===== config.mk =====
export PLATFORM = sky130hd
export DESIGN_NAME = ctl_xfer_resolve
export DESIGN_NICKNAME = d
export VERILOG_FILES = /design/src/rtl/xfer_pkg.sv /design/src/rtl/xfer_imm.sv /design/src/rtl/xfer_cmp.sv /design/src/rtl/ctl_xfer_resolve.sv
export SDC_FILE = /design/constraint.sdc
export NUM_CORES = 1
export LEC_CHECK = 0
export CAP_MARGIN = 20
export CORE_MARGIN = 5
export CORE_UTILIZATION = 35
export DETAILED_ROUTE_END_ITERATION = 10
export PLACE_DENSITY_LB_ADDON = 0.05
export SLEW_MARGIN = 20
export SYNTH_ARGS = -nofsm -noshare
export SYNTH_HDL_FRONTEND = slang
export SYNTH_SLANG_ARGS = --single-unit

===== constraint.sdc =====
create_clock -name clk -period 4.06 [get_ports clk]
set_input_delay 0.812 -clock clk [delete_from_list [all_inputs] [get_ports clk]]
set_output_delay 0.812 -clock clk [all_outputs]
set_load 0.01 [all_outputs]

===== src/rtl/xfer_pkg.sv =====
package xfer_pkg;
  localparam logic [6:0] OPC_COND = 7'b1100011;
  localparam logic [6:0] OPC_JDIR = 7'b1101111;
  localparam logic [6:0] OPC_JREG = 7'b1100111;

  typedef enum logic [2:0] {
    CMP_EQ  = 3'b000,
    CMP_NE  = 3'b001,
    CMP_LT  = 3'b100,
    CMP_GE  = 3'b101,
    CMP_LTU = 3'b110,
    CMP_GEU = 3'b111
  } cmp_code_e;
endpackage


===== src/rtl/xfer_imm.sv =====
// Rebuilds the three sign-extended offsets from the upper instruction bits.
module xfer_imm #(
  parameter int XLEN = 32
) (
  input  logic [31:7]     hi,
  output logic [XLEN-1:0] off_cond,
  output logic [XLEN-1:0] off_jdir,
  output logic [XLEN-1:0] off_jreg
);
  localparam int CPAD = XLEN - 13;
  localparam int JPAD = XLEN - 21;
  localparam int IPAD = XLEN - 12;

  always_comb begin
    off_cond = {{CPAD{hi[31]}}, hi[31], hi[7], hi[30:25], hi[11:8], 1'b0};
    off_jdir = {{JPAD{hi[31]}}, hi[31], hi[19:12], hi[20], hi[30:21], 1'b0};
    off_jreg = {{IPAD{hi[31]}}, hi[31:20]};
  end
endmodule


===== src/rtl/xfer_cmp.sv =====
// Evaluates the conditional-branch test; flags codes with no defined test.
module xfer_cmp import xfer_pkg::*; #(
  parameter int XLEN = 32
) (
  input  logic [2:0]      code,
  input  logic [XLEN-1:0] a,
  input  logic [XLEN-1:0] b,
  output logic            hold,
  output logic            known
);
  logic eq, lt_s, lt_u;

  always_comb begin
    eq   = (a == b);
    lt_s = ($signed(a) < $signed(b));
    lt_u = (a < b);
    known = 1'b1;
    case (cmp_code_e'(code))
      CMP_EQ:  hold = eq;
      CMP_NE:  hold = !eq;
      CMP_LT:  hold = lt_s;
      CMP_GE:  hold = !lt_s;
      CMP_LTU: hold = lt_u;
      CMP_GEU: hold = !lt_u;
      default: begin
        hold  = 1'b0;
        known = 1'b0;
      end
    endcase
  end
endmodule


===== src/rtl/ctl_xfer_resolve.sv =====
module ctl_xfer_resolve import xfer_pkg::*; #(
  parameter int XLEN   = 32,
  parameter int RIDX_W = 5
) (
  input  logic              clk,
  input  logic              rst,
  input  logic              in_valid,
  input  logic [31:0]       instr,
  input  logic [XLEN-1:0]   pc,
  input  logic [XLEN-1:0]   src_a,
  input  logic [XLEN-1:0]   src_b,
  output logic              res_valid,
  output logic              flush,
  output logic [XLEN-1:0]   next_pc,
  output logic              misalign,
  output logic              link_we,
  output logic [RIDX_W-1:0] link_rd,
  output logic [XLEN-1:0]   link_data
);
  localparam logic [XLEN-1:0] STEP = XLEN'(4);
  localparam logic [XLEN-1:0] LSB_CLR = ~XLEN'(1);

  logic [XLEN-1:0]   off_cond, off_jdir, off_jreg;
  logic              cond_hold, cond_known;
  logic [6:0]        opc;
  logic [2:0]        fn;
  logic [RIDX_W-1:0] dst;
  logic              is_cond, is_jdir, is_jreg, take;
  logic [XLEN-1:0]   seq_pc, tgt, jreg_sum;

  xfer_imm #(.XLEN(XLEN)) u_imm (
    .hi(instr[31:7]), .off_cond(off_cond), .off_jdir(off_jdir), .off_jreg(off_jreg)
  );

  xfer_cmp #(.XLEN(XLEN)) u_cmp (
    .code(instr[14:12]), .a(src_a), .b(src_b), .hold(cond_hold), .known(cond_known)
  );

  always_comb begin
    opc      = instr[6:0];
    fn       = instr[14:12];
    dst      = instr[7 +: RIDX_W];
    is_cond  = (opc == OPC_COND) && cond_known;
    is_jdir  = (opc == OPC_JDIR);
    is_jreg  = (opc == OPC_JREG) && (fn == 3'b000);
    take     = is_jdir || is_jreg || (is_cond && cond_hold);
    seq_pc   = pc + STEP;
    jreg_sum = src_a + off_jreg;
    if (is_jreg)      tgt = jreg_sum & LSB_CLR;
    else if (is_jdir) tgt = pc + off_jdir;
    else              tgt = pc + off_cond;
  end

  always_ff @(posedge clk) begin
    if (rst) begin
      res_valid <= 1'b0;
      flush     <= 1'b0;
      next_pc   <= '0;
      misalign  <= 1'b0;
      link_we   <= 1'b0;
      link_rd   <= '0;
      link_data <= '0;
    end else begin
      res_valid <= in_valid;
      flush     <= in_valid && take;
      misalign  <= in_valid && take && (tgt[1:0] != 2'b00);
      link_we   <= in_valid && (is_jdir || is_jreg) && (dst != '0);
      if (in_valid) begin
        next_pc   <= take ? tgt : seq_pc;
        link_rd   <= dst;
        link_data <= seq_pc;
      end
    end
  end
endmodule


; After elaboration in Yosys (flattened, before gate mapping)
; Cells that the tools add are included.
[word_totals]
reg_bits = 73
input_bits = 131
out_inout_bits = 73
wordCells = 43
[classes]
addsub = 4
order_cmp = 2
eq_ne = 9
mux = 5
reduce_logical = 16
[ops]
columns = cell, n
row1 = $add A32 B32 Y32, 3
row2 = $mux W32, 3
row3 = $lt A32 B32 Y1, 2
row4 = $add A32 B3 Y32 const B, 1
row5 = $eq A32 B32 Y1, 1
row6 = $eq A7 B7 Y1 const B, 3
row7 = $eq A3 B3 Y1 const B, 4
row8 = $logic_and A1 B1 Y1, 7
row9 = $pmux W1 S6, 1
row10 = $reduce_or A6 Y1, 1
row11 = $reduce_bool A5 Y1, 1
row12 = $eq A3 B1 Y1 const B, 1
row13 = $logic_not A1 Y1, 3
row14 = $logic_not A3 Y1, 1
row15 = $logic_or A1 B1 Y1, 2
row16 = $reduce_bool A2 Y1, 1
row17 = $mux W1, 1

; Depth between registers and ports, before layout
[depth]
ltp_word = 8
mapped_depth = 17
mapped_depth_nobuf = 15

; Cells and area by module
; From an unflattened synthesis, not the netlist that was laid out.
[unflattened]
cells_unflattened = 1136
area_unflattened_um2 = 8770.9
[by_module_without_submodules]
columns = module, n_inst, cells_per_inst, area_each_um2, seq_area_each_um2
row1 = ctl_xfer_resolve, 1, 919, 7134.3, 1461.4
row2 = xfer_cmp, 1, 120, 912.1, 0.0
row3 = xfer_imm, 1, 97, 724.4, 0.0

; Least setup slack after synthesis
; OpenSTA, ideal clock, no wires.
[synth_timing]
path_type = input -> register
startpoint = in instr[5]
endpoint = reg next_pc[31]
setup_time_ps = 127
arrival_ps = 4056
t_required_ps = 3933
setup_slack_ps = -123
cell_stages = 16
n_path_buf = 1
path_cell_list = nand3_1 > nor3b_1 > nand3_1 > clkbuf_1 > mux2_2 > ha_1 > fa_1 > a211oi_1 > o21ai_1 > nand4b_1 > a21oi_1 > o31ai_1 > nand2_1 > o221ai_1 > o31ai_1 > o2bb2ai_1
[synth_via]
elab_chain_len = 5
elab_cells_between_ends = 11
cone_classes = eq/ne (3) / mux (3) / reduce/logical (5)
[synth_lines]
columns = element, line_no
row1 = start: declaration, ctl_xfer_resolve.sv:8  ; input logic [31:0] instr,
row2 = "$eq A7 B7 Y1, on equally long branches", "ctl_xfer_resolve.sv:45, ctl_xfer_resolve.sv:43"
row3 = "$logic_and A1 B1 Y1, on equally long branches", "ctl_xfer_resolve.sv:45, ctl_xfer_resolve.sv:43"
row4 = $logic_or A1 B1 Y1 / $logic_and A1 B1 Y1 (equally long branches), ctl_xfer_resolve.sv:46  ; take = is_jdir || is_jreg || (is_cond && cond_hold);
row5 = $logic_or A1 B1 Y1, ctl_xfer_resolve.sv:46
row6 = $mux W32 (*), ctl_xfer_resolve.sv:69  ; next_pc <= take ? tgt : seq_pc;
row7 = end signal: assignment, ctl_xfer_resolve.sv:69
row8 = end: declaration, ctl_xfer_resolve.sv:14  ; output logic [XLEN-1:0] next_pc,
; Every way passes the cells marked *; elsewhere a longest branch is shown, timed or not.
; A chain may end at the register's enable or synchronous reset.

; Final worst setup path
[layout_timing]
startpoint = in instr[5]
endpoint = reg next_pc[29]
; The elaborated chain is that of the path after synthesis.

==> flow_metrics.tcl <==
set metrics [dict create \
    wl_per_cell_um 17.8 \
    yosys_warnings 0 \
    cts_root_buf "clkbuf_16" \
    ios 204 \
    period_share 0.957 \
    wl_met3_mm 2.03 \
    totalWireLength_mm 29.4 \
    antenna_cells 0 \
    drcViolationCount 0 \
    ant_nets 0 \
    grt_pass1_wl_mm 46.4 \
    end_kind "register" \
    hp-class "register to register" \
    multi_input_area_um2 6230 \
    cap_violations 0 \
    pre_cts_ws_ns -0.664 \
    synthArstFlopShare 0 \
    final.setup.worst_slack_ns 0.174 \
    dieArea_um2 25900 \
    cts_sinks 73 \
    htreeDepth 3 \
    wl_met1_mm 14.7 \
    finalSetupViolCount 0 \
    drv_slew 0 \
    num_vias 8951 \
    cp.arrival_ns 4.17 \
    drive_above_1_share 0.155 \
    cts_hold_buffers 0 \
    grt_setup_unrepaired "false" \
    netlist_instances 1060 \
    cp_max_fo 8 \
    worst-slew-pin-transition_ns 0.917 \
    synthesis.area_um2 7970 \
    maxUsedRoutingLayer "met5" \
    clkTransAtPathRegs_ns 0.07 \
    cts_made_buffers 9 \
    grt_antenna_before_repair 2 \
    fp.coreArea_um2 22500 \
    ys_types 72 \
    grt_pass1_vias 8439 \
    portBuffers 203 \
    nFillCells 2223 \
    holdWs_ns 0.455 \
    layout.nets 1588 \
    clock_path_buffers 2 \
    drt_iter0_drc 633 \
    viasPerCell 5.42 \
    status "completed" \
    final-seq-area_um2 1460 \
    yosysSeqAreaShare 0.183 \
    min_period_ns 3.89 \
    p_per_area_nw_per_um2 246 \
    reg2reg_slack_ns 3.06 \
    gr-total-overflow 0 \
    worstSetupPathType "input pin to register" \
    fin_skew_ns 0 \
    synth_edf_count 0 \
    required_ns 4.35 \
    synth-seq-cells 73 \
    reg2reg_from "next_pc[29]" \
    cts_tree "done" \
    grt_max_degree 52 \
    synthFlopType "dfxtp_1" \
    slew-limit-headroom 0.389 \
    die_w_um 161 \
    irDropWorstVdd_v 0.000213 \
    start_util 0.354 \
    die_h_um 161 \
    syn_area_per_cell_um2 7.52 \
    areaGrowthSynthToFinish_pct 46.6 \
    hold_viol_final 0 \
    route.met2.wl_mm 12.4 \
    min_from "next_pc[1]" \
    rows 55 \
    syn-num-nets 1286 \
    hpwlAfterDp_mm 24.5 \
    fmax_mhz 257 \
    drt_first_pass_iters 5 \
    insertion_delay_ns 0.34 \
    startpoint "instr[5]" \
    p_leak_nw 5.05 \
    worstSetupStartpointType "input pin" \
    grt_usage 0.219 \
    place_congestion 0.949 \
]
## metrics by stage
stage	area [µm²]	setup TNS, ns	instances	total power [mW]	utilization
detailed placement	11100	-10.80	1626	2.04	0.495
global route	11700	0	1652	3.06	0.519
CTS	11600	0	1651	2.87	0.515
finish	11700	0	1652	2.88	0.519
global placement	11100	-9.80	1626	2.03	0.495
floorplan	7990	0	1060	1.47	-
## cells by family (layout without fill, tap and decap cells)
family | after synthesis | after routing | synth area share
xor gates and xnor gates | 78 | 78 | 0.0857
and+or+nand+nor | 337 | 337 | 0.200
muxes | 15 | 15 | 0.0196
DFF | 73 | 73 | 0.183
buffers and inverters | 116 | 423 | 0.0576
adders and majority gates | 95 | 95 | 0.151
AOI/OAI and AO/OA | 346 | 346 | 0.302
## per-layer routing
| layer | vias up | GRT usage |
|---|---|---|
| met2 | 294 | 0.329 |
| met1 | 4077 | 0.330 |
| li1 | 4554 | - |
| met3 | 22 | 0.0405 |
| met5 | - | 0 |
| met4 | 4 | 0.0368 |
## sequential cells by signal, indices dropped and copies added (netlist names)
name       count
link_we        1
res_valid      1
link_rd        5
next_pc       32
link_data     32
misalign       1
flush          1
## synth_stat cells (all sizes together) (4+ instances only)
library cell | count | area share
a32o | 6 | 0.0075
a31oi | 16 | 0.013
a2111oi | 6 | 0.0082
dfxtp | 73 | 0.18
nor2 | 98 | 0.046
clkbuf | 40 | 0.019
and3 | 29 | 0.023
nand2b | 6 | 0.0047
mux2 | 5 | 0.0071
o21ai | 63 | 0.040
a311oi | 5 | 0.0055
o211ai | 4 | 0.0038
a31o | 5 | 0.0055
xor2 | 36 | 0.040
and2 | 11 | 0.0086
buf | 13 | 0.0091
nand4 | 15 | 0.012
a21boi | 6 | 0.0057
mux2i | 10 | 0.013
inv | 63 | 0.030
a21o | 26 | 0.024
and4 | 4 | 0.0044
o21bai | 15 | 0.014
or3 | 7 | 0.0055
o221ai | 10 | 0.013
o32ai | 4 | 0.0063
nor3b | 4 | 0.0038
o21a | 7 | 0.0067
a21oi | 76 | 0.049
xnor2 | 42 | 0.046
ha | 93 | 0.15
nand3 | 49 | 0.031
nor3 | 17 | 0.011
a211oi | 36 | 0.035
nand2 | 82 | 0.039
nor4 | 7 | 0.0055
o22ai | 7 | 0.0055
a221oi | 12 | 0.015
o31ai | 13 | 0.012
## worst max-delay path, cell delays in order
cell and delay, ns:
clkbuf_2 0.09, nand3_2 0.09, nor3b_4 0.25, nand3_4 0.15, buf_6 0.18, mux2_4 0.31, ha_4 0.28, and4_1 0.20
and3_4 0.19, nand4b_1 0.22, buf_4 0.22, a2111oi_4 0.33, o21bai_1 0.12, and3_1 0.20, o32a_1 0.32, nand2_1 0.06
a31o_2 0.15
## placed cells by master, fill, tap and decap left out, types with 8 or more instances in the layout
cell / count
a211oi_1: 33
a21o_1: 26
a21oi_1: 72
a221oi_1: 9
a31oi_1: 15
and2_1: 11
and3_1: 28
buf_4: 137
clkbuf_16: 9
clkdlybuf4s50_1: 194
dfxtp_1: 73
ha_1: 91
inv_1: 63
mux2i_1: 10
nand2_1: 81
nand3_1: 46
nand4_1: 15
nor2_1: 98
nor3_1: 17
o21ai_0: 53
o21bai_1: 15
o221ai_1: 8
o31ai_1: 12
xnor2_1: 42
xor2_1: 36
## report_power, final
group / internal, mW / switching [mW] / leakage [nW] / total [mW]
Clock: 0.481 / 0.329 / 0.151 / 0.811
Sequential: 0.764 / 0.0280 / 0.604 / 0.792
Combinational: 0.639 / 0.635 / 4.30 / 1.27
Total: 1.88 / 0.993 / 5.05 / 2.88
## path summary, 6_finish.rpt
check | cells past startpoint | end
hold reg to reg | 2 | next_pc[1]
hold / removal | 2 | next_pc[1]
setup reg to reg | 4 | next_pc[29]
setup / recovery | 17 | next_pc[29]
## timing repair
action,4_1_cts,5_1_grt
setup endpoints to repair,20,21
pin swaps,24,17
hold endpoints to repair,0,0
resized for setup,27,24
buffers inserted,9,1
gates cloned,0,0
## area by class of cell
class,count,area share
Multi-Input combinational cell,871,0.533
Timing Repair Buffer,344,0.265
Sequential cell,73,0.125
Tap cell,285,0.0305
Inverter,63,0.0202
Clock buffer,9,0.0193
Clock inverter,7,0.00643
Note: power is estimated with default switching activity, not from simulation.
